==> config.mk <==
export PLATFORM = sky130hd
export DESIGN_NAME = i2c_bus_unjam
export DESIGN_NICKNAME = d
export VERILOG_FILES = /design/src/rtl/i2c_bus_unjam.sv
export SDC_FILE = /design/constraint.sdc
export NUM_CORES = 1
export LEC_CHECK = 0
export CORE_MARGIN = 5
export CORE_UTILIZATION = 45
export DETAILED_ROUTE_END_ITERATION = 16
export SYNTH_ARGS = -nofsm -noshare
export SYNTH_HDL_FRONTEND = slang
export SYNTH_SLANG_ARGS = --single-unit
==> constraint.sdc <==
create_clock -name clk -period 2.05 [get_ports clk]
set_input_delay 0.5125 -clock clk [delete_from_list [all_inputs] [get_ports clk]]
set_output_delay 0.5125 -clock clk [all_outputs]
set_load 0.01 [all_outputs]
==> src/rtl/i2c_bus_unjam.sv <==
module i2c_bus_unjam #(
  parameter int CLK_HZ    = 100_000_000,
  parameter int BIT_HZ    = 50_000,
  parameter int HOLD_Q    = 8,
  parameter int PULSE_CNT = 9,
  parameter int TAIL_Q    = 8
) (
  input  logic clk,
  input  logic rst_n,
  input  logic start_i,
  output logic busy_o,
  output logic done_o,
  output logic scl_pull_o,
  output logic sda_pull_o
);
  localparam int RAW_Q     = CLK_HZ / BIT_HZ / 4;
  localparam int QUARTER   = (RAW_Q < 1) ? 1 : RAW_Q;
  localparam int DIV_W     = (QUARTER < 2) ? 1 : $clog2(QUARTER);
  localparam int PULSE_END = HOLD_Q + 4 * PULSE_CNT;
  localparam int STOP_A    = PULSE_END + 1;
  localparam int LAST_Q    = STOP_A + 3 + TAIL_Q - 1;
  localparam int IDX_W     = $clog2(LAST_Q + 1);

  logic             busy_q, done_q, scl_q, sda_q, tick;
  logic [DIV_W-1:0] div_q;
  logic [IDX_W-1:0] idx_q;

  // {scl pull, sda pull} for quarter k of the sequence
  function automatic logic [1:0] pattern(input int k);
    if (k >= HOLD_Q && k < PULSE_END)
      return {(((k - HOLD_Q) & 3) < 2), 1'b0};
    else if (k == STOP_A)
      return 2'b11;
    else if (k == STOP_A + 1)
      return 2'b01;
    else
      return 2'b00;
  endfunction

  assign tick = busy_q && (div_q == DIV_W'(QUARTER - 1));

  always_ff @(posedge clk or negedge rst_n) begin
    if (!rst_n) begin
      busy_q <= 1'b0;
      done_q <= 1'b0;
      div_q  <= '0;
      idx_q  <= '0;
      scl_q  <= 1'b0;
      sda_q  <= 1'b0;
    end else begin
      done_q <= 1'b0;
      if (!busy_q) begin
        div_q <= '0;
        if (start_i) begin
          busy_q         <= 1'b1;
          idx_q          <= '0;
          {scl_q, sda_q} <= pattern(0);
        end
      end else if (tick) begin
        div_q <= '0;
        if (int'(idx_q) == LAST_Q) begin
          busy_q         <= 1'b0;
          done_q         <= 1'b1;
          idx_q          <= '0;
          {scl_q, sda_q} <= 2'b00;
        end else begin
          idx_q          <= idx_q + 1'b1;
          {scl_q, sda_q} <= pattern(int'(idx_q) + 1);
        end
      end else begin
        div_q <= div_q + 1'b1;
      end
    end
  end

  assign busy_o     = busy_q;
  assign done_o     = done_q;
  assign scl_pull_o = scl_q;
  assign sda_pull_o = sda_q;


  idle_release_chk: assert property (@(posedge clk) disable iff (!rst_n)
    !busy_q |-> (!scl_q && !sda_q));

  done_pulse_chk: assert property (@(posedge clk) disable iff (!rst_n)
    done_q |=> !done_q);

  done_at_end_chk: assert property (@(posedge clk) disable iff (!rst_n)
    $fell(busy_q) |-> done_q);

  quarter_hold_chk: assert property (@(posedge clk) disable iff (!rst_n)
    (busy_q && !tick) |=> $stable({scl_q, sda_q}));

  sda_free_chk: assert property (@(posedge clk) disable iff (!rst_n)
    (busy_q && int'(idx_q) < PULSE_END) |-> !sda_q);

  stop_edge_chk: assert property (@(posedge clk) disable iff (!rst_n)
    $fell(sda_q) |-> !scl_q);

  busy_start_chk: assert property (@(posedge clk) disable iff (!rst_n)
    (busy_q && start_i && !tick) |=> busy_q);
endmodule

Word level (Yosys, flattened, before mapping)
Index checks and enable logic that the tools add are counted.
{"block": "totals", "register_bits": 19, "latch_bits": 0, "ramBits": 0, "mem_bits_ro": 0, "in_bits": 3, "out_inout_bits": 4, "word_cells": 45, "n_memories": 0}
{"block": "op_classes", "addsub": 4, "multipliers": 0, "div_mod_pow": 0, "n_lt_le_gt_ge": 3, "eq_ne": 5, "shifts": 0, "n_mux": 23, "bitwise_logic": 0, "reduce_logical": 4}
{"operator": "6-bit two-way mux", "n": 4}
{"operator": "9-bit two-way mux", "n": 2}
{"operator": "1-bit two-way mux", "n": 15}
{"operator": "7-bit by 6-bit == test with 1-bit output, second input constant", "n": 2}
{"operator": "9-bit by 1-bit adder with 9-bit output, second input constant", "n": 1}
{"operator": "9-bit == test, second input constant", "n": 1}
{"operator": "6-bit by 1-bit adder with 7-bit output, second input constant", "n": 1}
{"operator": "7-bit by 4-bit greater-or-equal comparator with 1-bit output, second input constant", "n": 1}
{"operator": "7-bit by 6-bit less-than comparator with 1-bit output, second input constant", "n": 1}
{"operator": "6-bit by 1-bit adder with 6-bit output, second input constant", "n": 1}
{"operator": "6-bit by 5-bit == test with 1-bit output, second input constant", "n": 1}
{"operator": "2-bit two-way mux", "n": 2}
{"operator": "1-bit logical AND", "n": 2}
{"operator": "2-bit less-than comparator, second input constant", "n": 1}
{"operator": "2-bit by 1-bit inequality test with 1-bit output, second input constant", "n": 1}
{"operator": "2-bit AND reduction", "n": 1}
{"operator": "2-bit nonzero test", "n": 1}
{"operator": "2-bit by 1-bit subtractor with 2-bit output, second input constant", "n": 1}

Depth between registers and ports, before layout
Gate-level depths: netlist (run 1).
{"block": "logic_depth", "word_depth": 8, "ltp_mapped": 6, "mapped_depth_nobuf": 6}

Worst setup path after synthesis (run 1)
No wires, ideal clock.
{"block": "synth_timing", "kind": "register to register", "from": "register idx_q[0]", "to": "register sda_q, in the netlist sda_pull_o", "setup_ns": 0.122, "arrival_ns": 1.539, "t_required_ns": 1.928, "setup_slack_ns": 0.390, "stages_incl_launch_ff": 6, "n_path_buf": 0, "synth_period_minus_slack_ns": 1.660, "path_cell_list": "dfrtp_1 > ha_1 > nand2_1 > o31ai_2 > nor2_1 > a32o_1"}
{"block": "synth_between", "elab_chain_len": 8, "elab_cells_between_ends": 13, "classes_between": "add/sub: 1; order compare: 2; eq/ne: 3; mux: 6; reduce/logical: 1"}
{"element": "start, declared", "line_no": "26", "rtl": "logic [IDX_W-1:0] idx_q;"}
{"element": "start signal, assigned", "line_no": "67", "rtl": "idx_q <= idx_q + 1'b1;"}
{"element": "branches (longest 5 deep; another with 6-bit by 1-bit adder with 7-bit output)"}
{"element": "1-bit two-way mux *", "line_no": "61", "rtl": "if (int'(idx_q) == LAST_Q) begin"}
{"element": "1-bit two-way mux *", "line_no": "59", "rtl": "end else if (tick) begin"}
{"element": "1-bit two-way mux *", "line_no": "52", "rtl": "if (!busy_q) begin"}
{"element": "end signal, assigned", "line_no": "57", "rtl": "{scl_q, sda_q} <= pattern(0);"}
{"element": "end signal, assigned", "line_no": "68", "rtl": "{scl_q, sda_q} <= pattern(int'(idx_q) + 1);"}
{"element": "end, declared", "line_no": "24", "rtl": "logic busy_q, done_q, scl_q, sda_q, tick;"}
Every way passes the cells marked *. The select of a mux whose other input is x is not followed.
A chain may end at the register's enable or synchronous reset.

Final worst setup path (run 1)
{"block": "layout_timing", "from": "register busy_q, in the netlist busy_o", "to": "output busy_o"}
{"element": "start, declared", "line_no": "24"}
{"element": "start signal, assigned", "line_no": "44", "rtl": "busy_q <= 1'b0;"}
{"element": "start signal, assigned", "line_no": "55", "rtl": "busy_q <= 1'b1;"}
{"element": "start signal, assigned", "line_no": "62", "rtl": "busy_q <= 1'b0;"}
{"element": "end, declared", "line_no": "11", "rtl": "output logic busy_o,"}
No word-level cell between the ends.

==> key figures, run 1 <==
Floorplanning
  – # IOs: 7
  – Core Box Area: 2450 um2
  – # rows: 18
  – Die width: 60.3 um
  – Die Y: 60.3 um
  – Die Area: 3640 um2
  – Starting density of the core: 0.464

Clock tree
  – Clock tree buffer depth: 2
  – Skew-Pair Late Insertion Delay: 0.31 ns
  – TritonCTS clock tree: done
  – Clk sink count: 19
  – CTS Buf Count: 3
  – Cts repair resizes: 0
  – CTS Root Buffer Type: clkbuf_4
  – Setup Fix Bufs, Post-CTS: 0
  – CTS Hold Buffers Added: 0
  – Clock transition at the registers of the reported paths: 0.13 ns
  – H-tree depth: 1

Finish
  – Layout fillers: 247
  – Area growth syn-to-layout: 10.2%
  – Nets: 130
  – Layout Utilization: 0.511
  – Layout cell share with drive strength beyond 1: 0.107
  – N_diodes: 0
  – Final Instance Area: 1250 um2

STA
  – Pins Over Slew Limit: 0
  – Fin crit period: 1.91 ns
  – Total negative slack: 0 ns
  – Period utilization: 0.929
  – Clk_skew: 0.00925 ns
  – RSZ-0062 raised after global routing: no
  – Fmax: 525 MHz
  – Final Setup Violations: 0
  – Final Hold Fails: 0
  – Slew margin rel.: 0.685
  – Tightest Pin Transition: 0.473 ns

Synthesis
  – Synth Flop Type: dfrtp_1
  – Count leader, synth: dfrtp_1
  – Commonest cells in the netlist: dfrtp_1 (19), nor2_1 (10), nand2_1 (9)
  – Synth cell types: 47
  – Synth top area share: 0.418
  – Avg Cell Area, Syn: 9.99 um2
  – Post-Synthesis Cells: 114
  – Post-synth top area cell: dfrtp_1
  – Register area share after synthesis: 0.418
  – Post-synth EDFFs: 0
  – Post-synthesis register bit count: 19
  – Top post-synthesis cells by area: dfrtp_1 (42%), xnor2_1 (4.6%), ha_1 (4.4%), and3_1 (3.3%), nor2_1 (3.3%)
  – Yosys warning count: 0
  – Syn Nets: 121
  – Netlist Area Pre-Place: 1140 um2
  – Asr flop ratio synth: 1.00

Placement
  – Port Buffers: 6
  – Area post-placement: 1220 um2
  – Detailed placement HPWL: 1.58 mm
  – Routability cong.: 0.767

Worst setup path
  – WS Path Type: reg -> out
  – R2R Path Start: idx_q[0]$_DFFE_PN0P_
  – Startpoint Class: register
  – Crit path capture type: output port
  – Worst Path Required: 1.54 ns
  – Slowest CP cell: clkdlybuf4s50_1
  – Slowest cell delay on critical path: 0.59 ns
  – Reg2Reg Depth: 5
  – CP Max Fanout: 7
  – Crit path cell chain: clkdlybuf4s50_1
  – Largest delay contributor family on the critical path: buffers and inverters
  – CP arrival: 1.39 ns
  – Reg2reg end: scl_pull_o$_DFFE_PN0P_
  – Buffers and inverters on the worst path: 1
  – Flop2flop setup slack: 0.19 ns

Detailed routing
  – Wire length per cell: 14.7 um
  – Post-route ant nets: 0
  – DRT iter0 DRCs: 37
  – DRT Wirelength: 2.23 mm
  – # DRC: 0
  – Vias per cell: 5.63
  – Total number of vias: 855
  – Drt pass-1 iters: 7

Worst hold path
  – Hold depth: 1
  – Hold Path Class: reg -> reg
  – Worst hold endpoint: div_q[0]$_DFF_PN0_
  – Hold path startpoint: div_q[0]$_DFF_PN0_

Power
  – Total power: 0.000595 W
  – Sw Pwr: 0.000141 W
  – Sw Ratio: 0.238
  – Clock Power Share: 0.349
  – Static leakage: 0.587 nW
  – Sequential share of power: 0.630
  – Logic pwr share: 0.022
  – P per Cell Area: 474 nW/um2
  – Peak VDD IR: 0.300 mV
  – P_int: 0.000454 W

GRT
  – Grt met2 use: 0.201
  – Largest net degree at the start of global routing: 20
  – Initial antenna violation count: 0
  – Vias in the first global route: 819
  – Met3 GRT Util: 0.0238
  – GRT Total Usage: 0.147
  – GR Util met1: 0.221
  – Grt peak-use layer: met1
  – Grt ovf: 0
  – First-pass GRT wire length: 3.93 mm

Run status
  – Status: completed

Run
  – Max-cap violations: 0
state kept, by name, summed over array words and instances (netlist names):
| register | flops |
|---|---|
| sda_pull_o | 1 |
| idx_q | 6 |
| busy_o | 1 |
| div_q | 9 |
| done_o | 1 |
| scl_pull_o | 1 |
through the flow:
step	instances	hold WS, ns	setup slack (ns)
2_1_floorplan	114	0.217	0.390
3_3_place_gp	148	0.443	0.273
3_5_place_dp	148	0.456	0.199
4_1_cts	152	0.473	0.125
5_1_grt	152	0.495	0.0359
6_report	152	0.476	0.145
cells by family (layout without fill, tap and decap cells):
kind of cell	count (synthesis)	count (layout)	synth area share
buffers and inverters	8	16	0.0363
adders and majority gates	4	4	0.0440
DFF	19	19	0.418
xor gates and xnor gates	9	9	0.0692
and+or+nand+nor	50	50	0.256
AOI/OAI and AO/OA	24	24	0.177
power groups by stage:
stage               registers [W]     logic [W]  clock network (W)
finish                   0.000375     0.0000129           0.000208
global placement         0.000382     0.0000134                  0
floorplan                0.000382  0.0000000668                  0
detailed placement       0.000382     0.0000137                  0
global route             0.000375     0.0000153           0.000226
CTS                      0.000375     0.0000137           0.000209
worst reg2reg max path, cell delays in order (launching register included):
cell and delay [ns]:
dfrtp_1 0.53, ha_1 0.35, nand2_1 0.10, or4_1 0.42, a211o_1 0.32, o211ai_2 0.07
per-layer routing:
metal  vias to the layer above  part of all wire
met5                         -                 0
met4                         0             0.020
met3                         4             0.025
met2                        10              0.42
met1                       409              0.53
li1                        432                 -
layout by cell type, fill, tap and decap left out, types with 2 or more instances in the layout:
cell             netlist  layout
and3_1                 6       6
clkdlybuf4s50_1        0       6
dfrtp_1               19      19
nor2_1                10      10
nand3_1                5       5
a21oi_1                2       2
xnor2_1                6       6
nor3b_1                2       2
or2_2                  2       2
a22o_1                 2       2
inv_1                  4       4
nand2_1                9       9
a21o_1                 2       2
clkbuf_4               0       3
a211oi_1               2       2
ha_1                   4       4
xor2_1                 3       3
buf_4                  0       2
o21bai_1               3       3
cell type report:
cell class | instances | area [um2] | share of cell area
clock inverter | 1 | 7.51 | 0.00598
tap | 30 | 37.5 | 0.0299
sequential | 19 | 475 | 0.379
inverter | 4 | 15.0 | 0.0120
clock buffer | 3 | 22.5 | 0.0179
multi-input combinational | 87 | 622 | 0.496
timing repair buffer | 8 | 75.1 | 0.0598
how the worst max path moves through the flow:
stage | depth (start not counted) | slack (ns) | from | endpoint
6_report | 1 | 0.14 | busy_o$_DFF_PN0_ | busy_o
5_1_grt | 5 | 0.04 | idx_q[0]$_DFFE_PN0P_ | scl_pull_o$_DFFE_PN0P_
4_1_cts | 1 | 0.12 | busy_o$_DFF_PN0_ | busy_o
3_5_place_dp | 5 | 0.20 | idx_q[0]$_DFFE_PN0P_ | scl_pull_o$_DFFE_PN0P_
3_3_place_gp | 5 | 0.27 | idx_q[0]$_DFFE_PN0P_ | scl_pull_o$_DFFE_PN0P_
2_1_floorplan | 5 | 0.39 | idx_q[0]$_DFFE_PN0P_ | sda_pull_o$_DFFE_PN0P_
No activity file was read; power rests on OpenSTA's default activity.
==> inputs of run 2 (changes only) <==
- GPL_ROUTABILITY_DRIVEN: default -> 0
- PLACE_DENSITY: default -> 0.66
- clock period: 2.05 -> 1.7 ns (I/O delays scaled with it)
==> run 2 against run 1 <==
Via count increased by 9.1%. Sequential cell count unchanged. Die area unchanged. Hold slack got worse by 0.029 ns. Utilization increased by 4.2 points. Final cell count increased by 7.2%. Clock skew decreased by 0.0082 ns. First-iteration DRC count decreased by 32%. Largest power group unchanged. Highest routed layer unchanged.
==> key figures, run 2 (same netlist as run 1, synthesis figures left out) <==
Run status
  – Status: completed

Floorplanning
  – Die width: 60.3 um
  – # IOs: 7
  – Die Y: 60.3 um
  – Starting density of the core: 0.464
  – # rows: 18
  – Die Area: 3640 um2
  – Core Box Area: 2450 um2

Run
  – Max-cap violations: 0

Worst setup path
  – Crit path capture type: output port
  – Worst Path Required: 1.27 ns
  – Largest delay contributor family on the critical path: buffers and inverters
  – WS Path Type: reg -> out
  – CP arrival: 1.21 ns
  – Reg2reg end: scl_pull_o$_DFFE_PN0P_
  – R2R Path Start: idx_q[0]$_DFFE_PN0P_
  – Flop2flop setup slack: 0.07 ns
  – Crit path cell chain: clkdlybuf4s50_1
  – Buffers and inverters on the worst path: 1
  – CP Max Fanout: 2
  – Reg2Reg Depth: 6
  – Slowest cell delay on critical path: 0.54 ns
  – Slowest CP cell: clkdlybuf4s50_1
  – Startpoint Class: register

Clock tree
  – CTS Hold Buffers Added: 0
  – Clock transition at the registers of the reported paths: 0.11 ns
  – Skew-Pair Late Insertion Delay: 0.30 ns
  – TritonCTS clock tree: done
  – Clk sink count: 19
  – Clock tree buffer depth: 2
  – CTS Root Buffer Type: clkbuf_4
  – CTS Buf Count: 3
  – H-tree depth: 1

Finish
  – Layout fillers: 228
  – Multi-input gate area: 627 um2
  – Nets: 141
  – Layout cell share with drive strength beyond 1: 0.203
  – Reg area: 475 um2
  – Most flops, register: div_q
  – Most common cell after layout, fill and taps aside: dfrtp_1
  – Most frequent cells in the layout: dfrtp_1 (19), buf_4 (12), nor2_1 (10)
  – Area growth syn-to-layout: 19.2%
  – Largest register FFs: 9
  – Fin cells: 163
  – Largest registers: div_q x9, idx_q x6
  – N_diodes: 0
  – Layout Utilization: 0.553
  – Final Instance Area: 1360 um2

GRT
  – Vias in the first global route: 912
  – Largest net degree at the start of global routing: 20
  – Grt ovf: 0
  – Initial antenna violation count: 0
  – GRT Total Usage: 0.150
  – First-pass GRT wire length: 4.09 mm

Detailed routing
  – Wire length per cell: 14.7 um
  – # DRC: 0
  – DRT iter0 DRCs: 25
  – Total number of vias: 933
  – Drt pass-1 iters: 4
  – Post-route ant nets: 0
  – Vias per cell: 5.72
  – DRT Wirelength: 2.40 mm

STA
  – Hold slack: 0.447 ns
  – Pins Over Slew Limit: 0
  – Slew margin rel.: 0.799
  – Total negative slack: 0 ns
  – Tightest Pin Transition: 0.299 ns
  – Period utilization: 0.963
  – Fmax: 611 MHz
  – Final Setup Violations: 0
  – Final Hold Fails: 0
  – RSZ-0062 raised after global routing: no
  – Fin crit period: 1.64 ns
  – Clk_skew: 0.00104 ns

Power
  – Peak VDD IR: 0.320 mV
  – Static leakage: 0.647 nW
  – P per Cell Area: 516 nW/um2

Placement
  – Port Buffers: 6
  – Area post-placement: 1310 um2
  – Post-placement cell count: 158
  – Detailed placement HPWL: 1.82 mm

Worst hold path
  – Hold Path Class: in -> async
-- run 2: area by class of cell --
| class | count | area share |
|---|---|---|
| Multi-Input combinational cell | 87 | 0.462 |
| Sequential cell | 19 | 0.350 |
| Timing Repair Buffer | 19 | 0.129 |
| Tap cell | 30 | 0.0276 |
| Clock buffer | 3 | 0.0166 |
| Inverter | 4 | 0.0111 |
| Clock inverter | 1 | 0.00369 |
-- run 2: how the worst max path moves through the flow --
| stage | startpoint | end | cells after the start |
|---|---|---|---|
| detailed placement | idx_q[0]$_DFFE_PN0P_ | scl_pull_o$_DFFE_PN0P_ | 6 |
| global route | idx_q[1]$_DFFE_PN0P_ | scl_pull_o$_DFFE_PN0P_ | 6 |
| floorplan | idx_q[0]$_DFFE_PN0P_ | sda_pull_o$_DFFE_PN0P_ | 5 |
| finish | sda_pull_o$_DFFE_PN0P_ | sda_pull_o | 1 |
| global placement | idx_q[0]$_DFFE_PN0P_ | scl_pull_o$_DFFE_PN0P_ | 6 |
| CTS | busy_o$_DFF_PN0_ | busy_o | 1 |
-- run 2: stage by stage --
stage	total power (W)	setup slack [ns]
5_1_grt	0.000735	0.00638
6_report	0.000701	0.0622
3_5_place_dp	0.000477	0.0405
4_1_cts	0.000712	0.0184
3_3_place_gp	0.000477	0.0788
2_1_floorplan	0.000461	0.0396
-- run 2: power breakdown --
| part | leakage (nW) | total (W) | switching [W] | internal (W) |
|---|---|---|---|---|
| sequential | 0.230 | 0.000452 | 0 | 0.000452 |
| combinational | 0.399 | 0.0000157 | 0.0000100 | 0.00000563 |
| clock | 0.0177 | 0.000234 | 0.000146 | 0.0000876 |
-- run 2: per-layer routing --
| layer | wire, um | global-route usage |
|---|---|---|
| met5 | 0 | 0 |
| met4 | 12 | 0.0475 |
| met3 | 97 | 0.0324 |
| met2 | 1250 | 0.262 |
| met1 | 1030 | 0.183 |
-- run 2: timing repair --
item | CTS | global route
buffers inserted | 0 | 1
endpoints found under the setup margin | 0 | 6
hold endpoints to repair | 0 | 0
resized for setup | 0 | 5
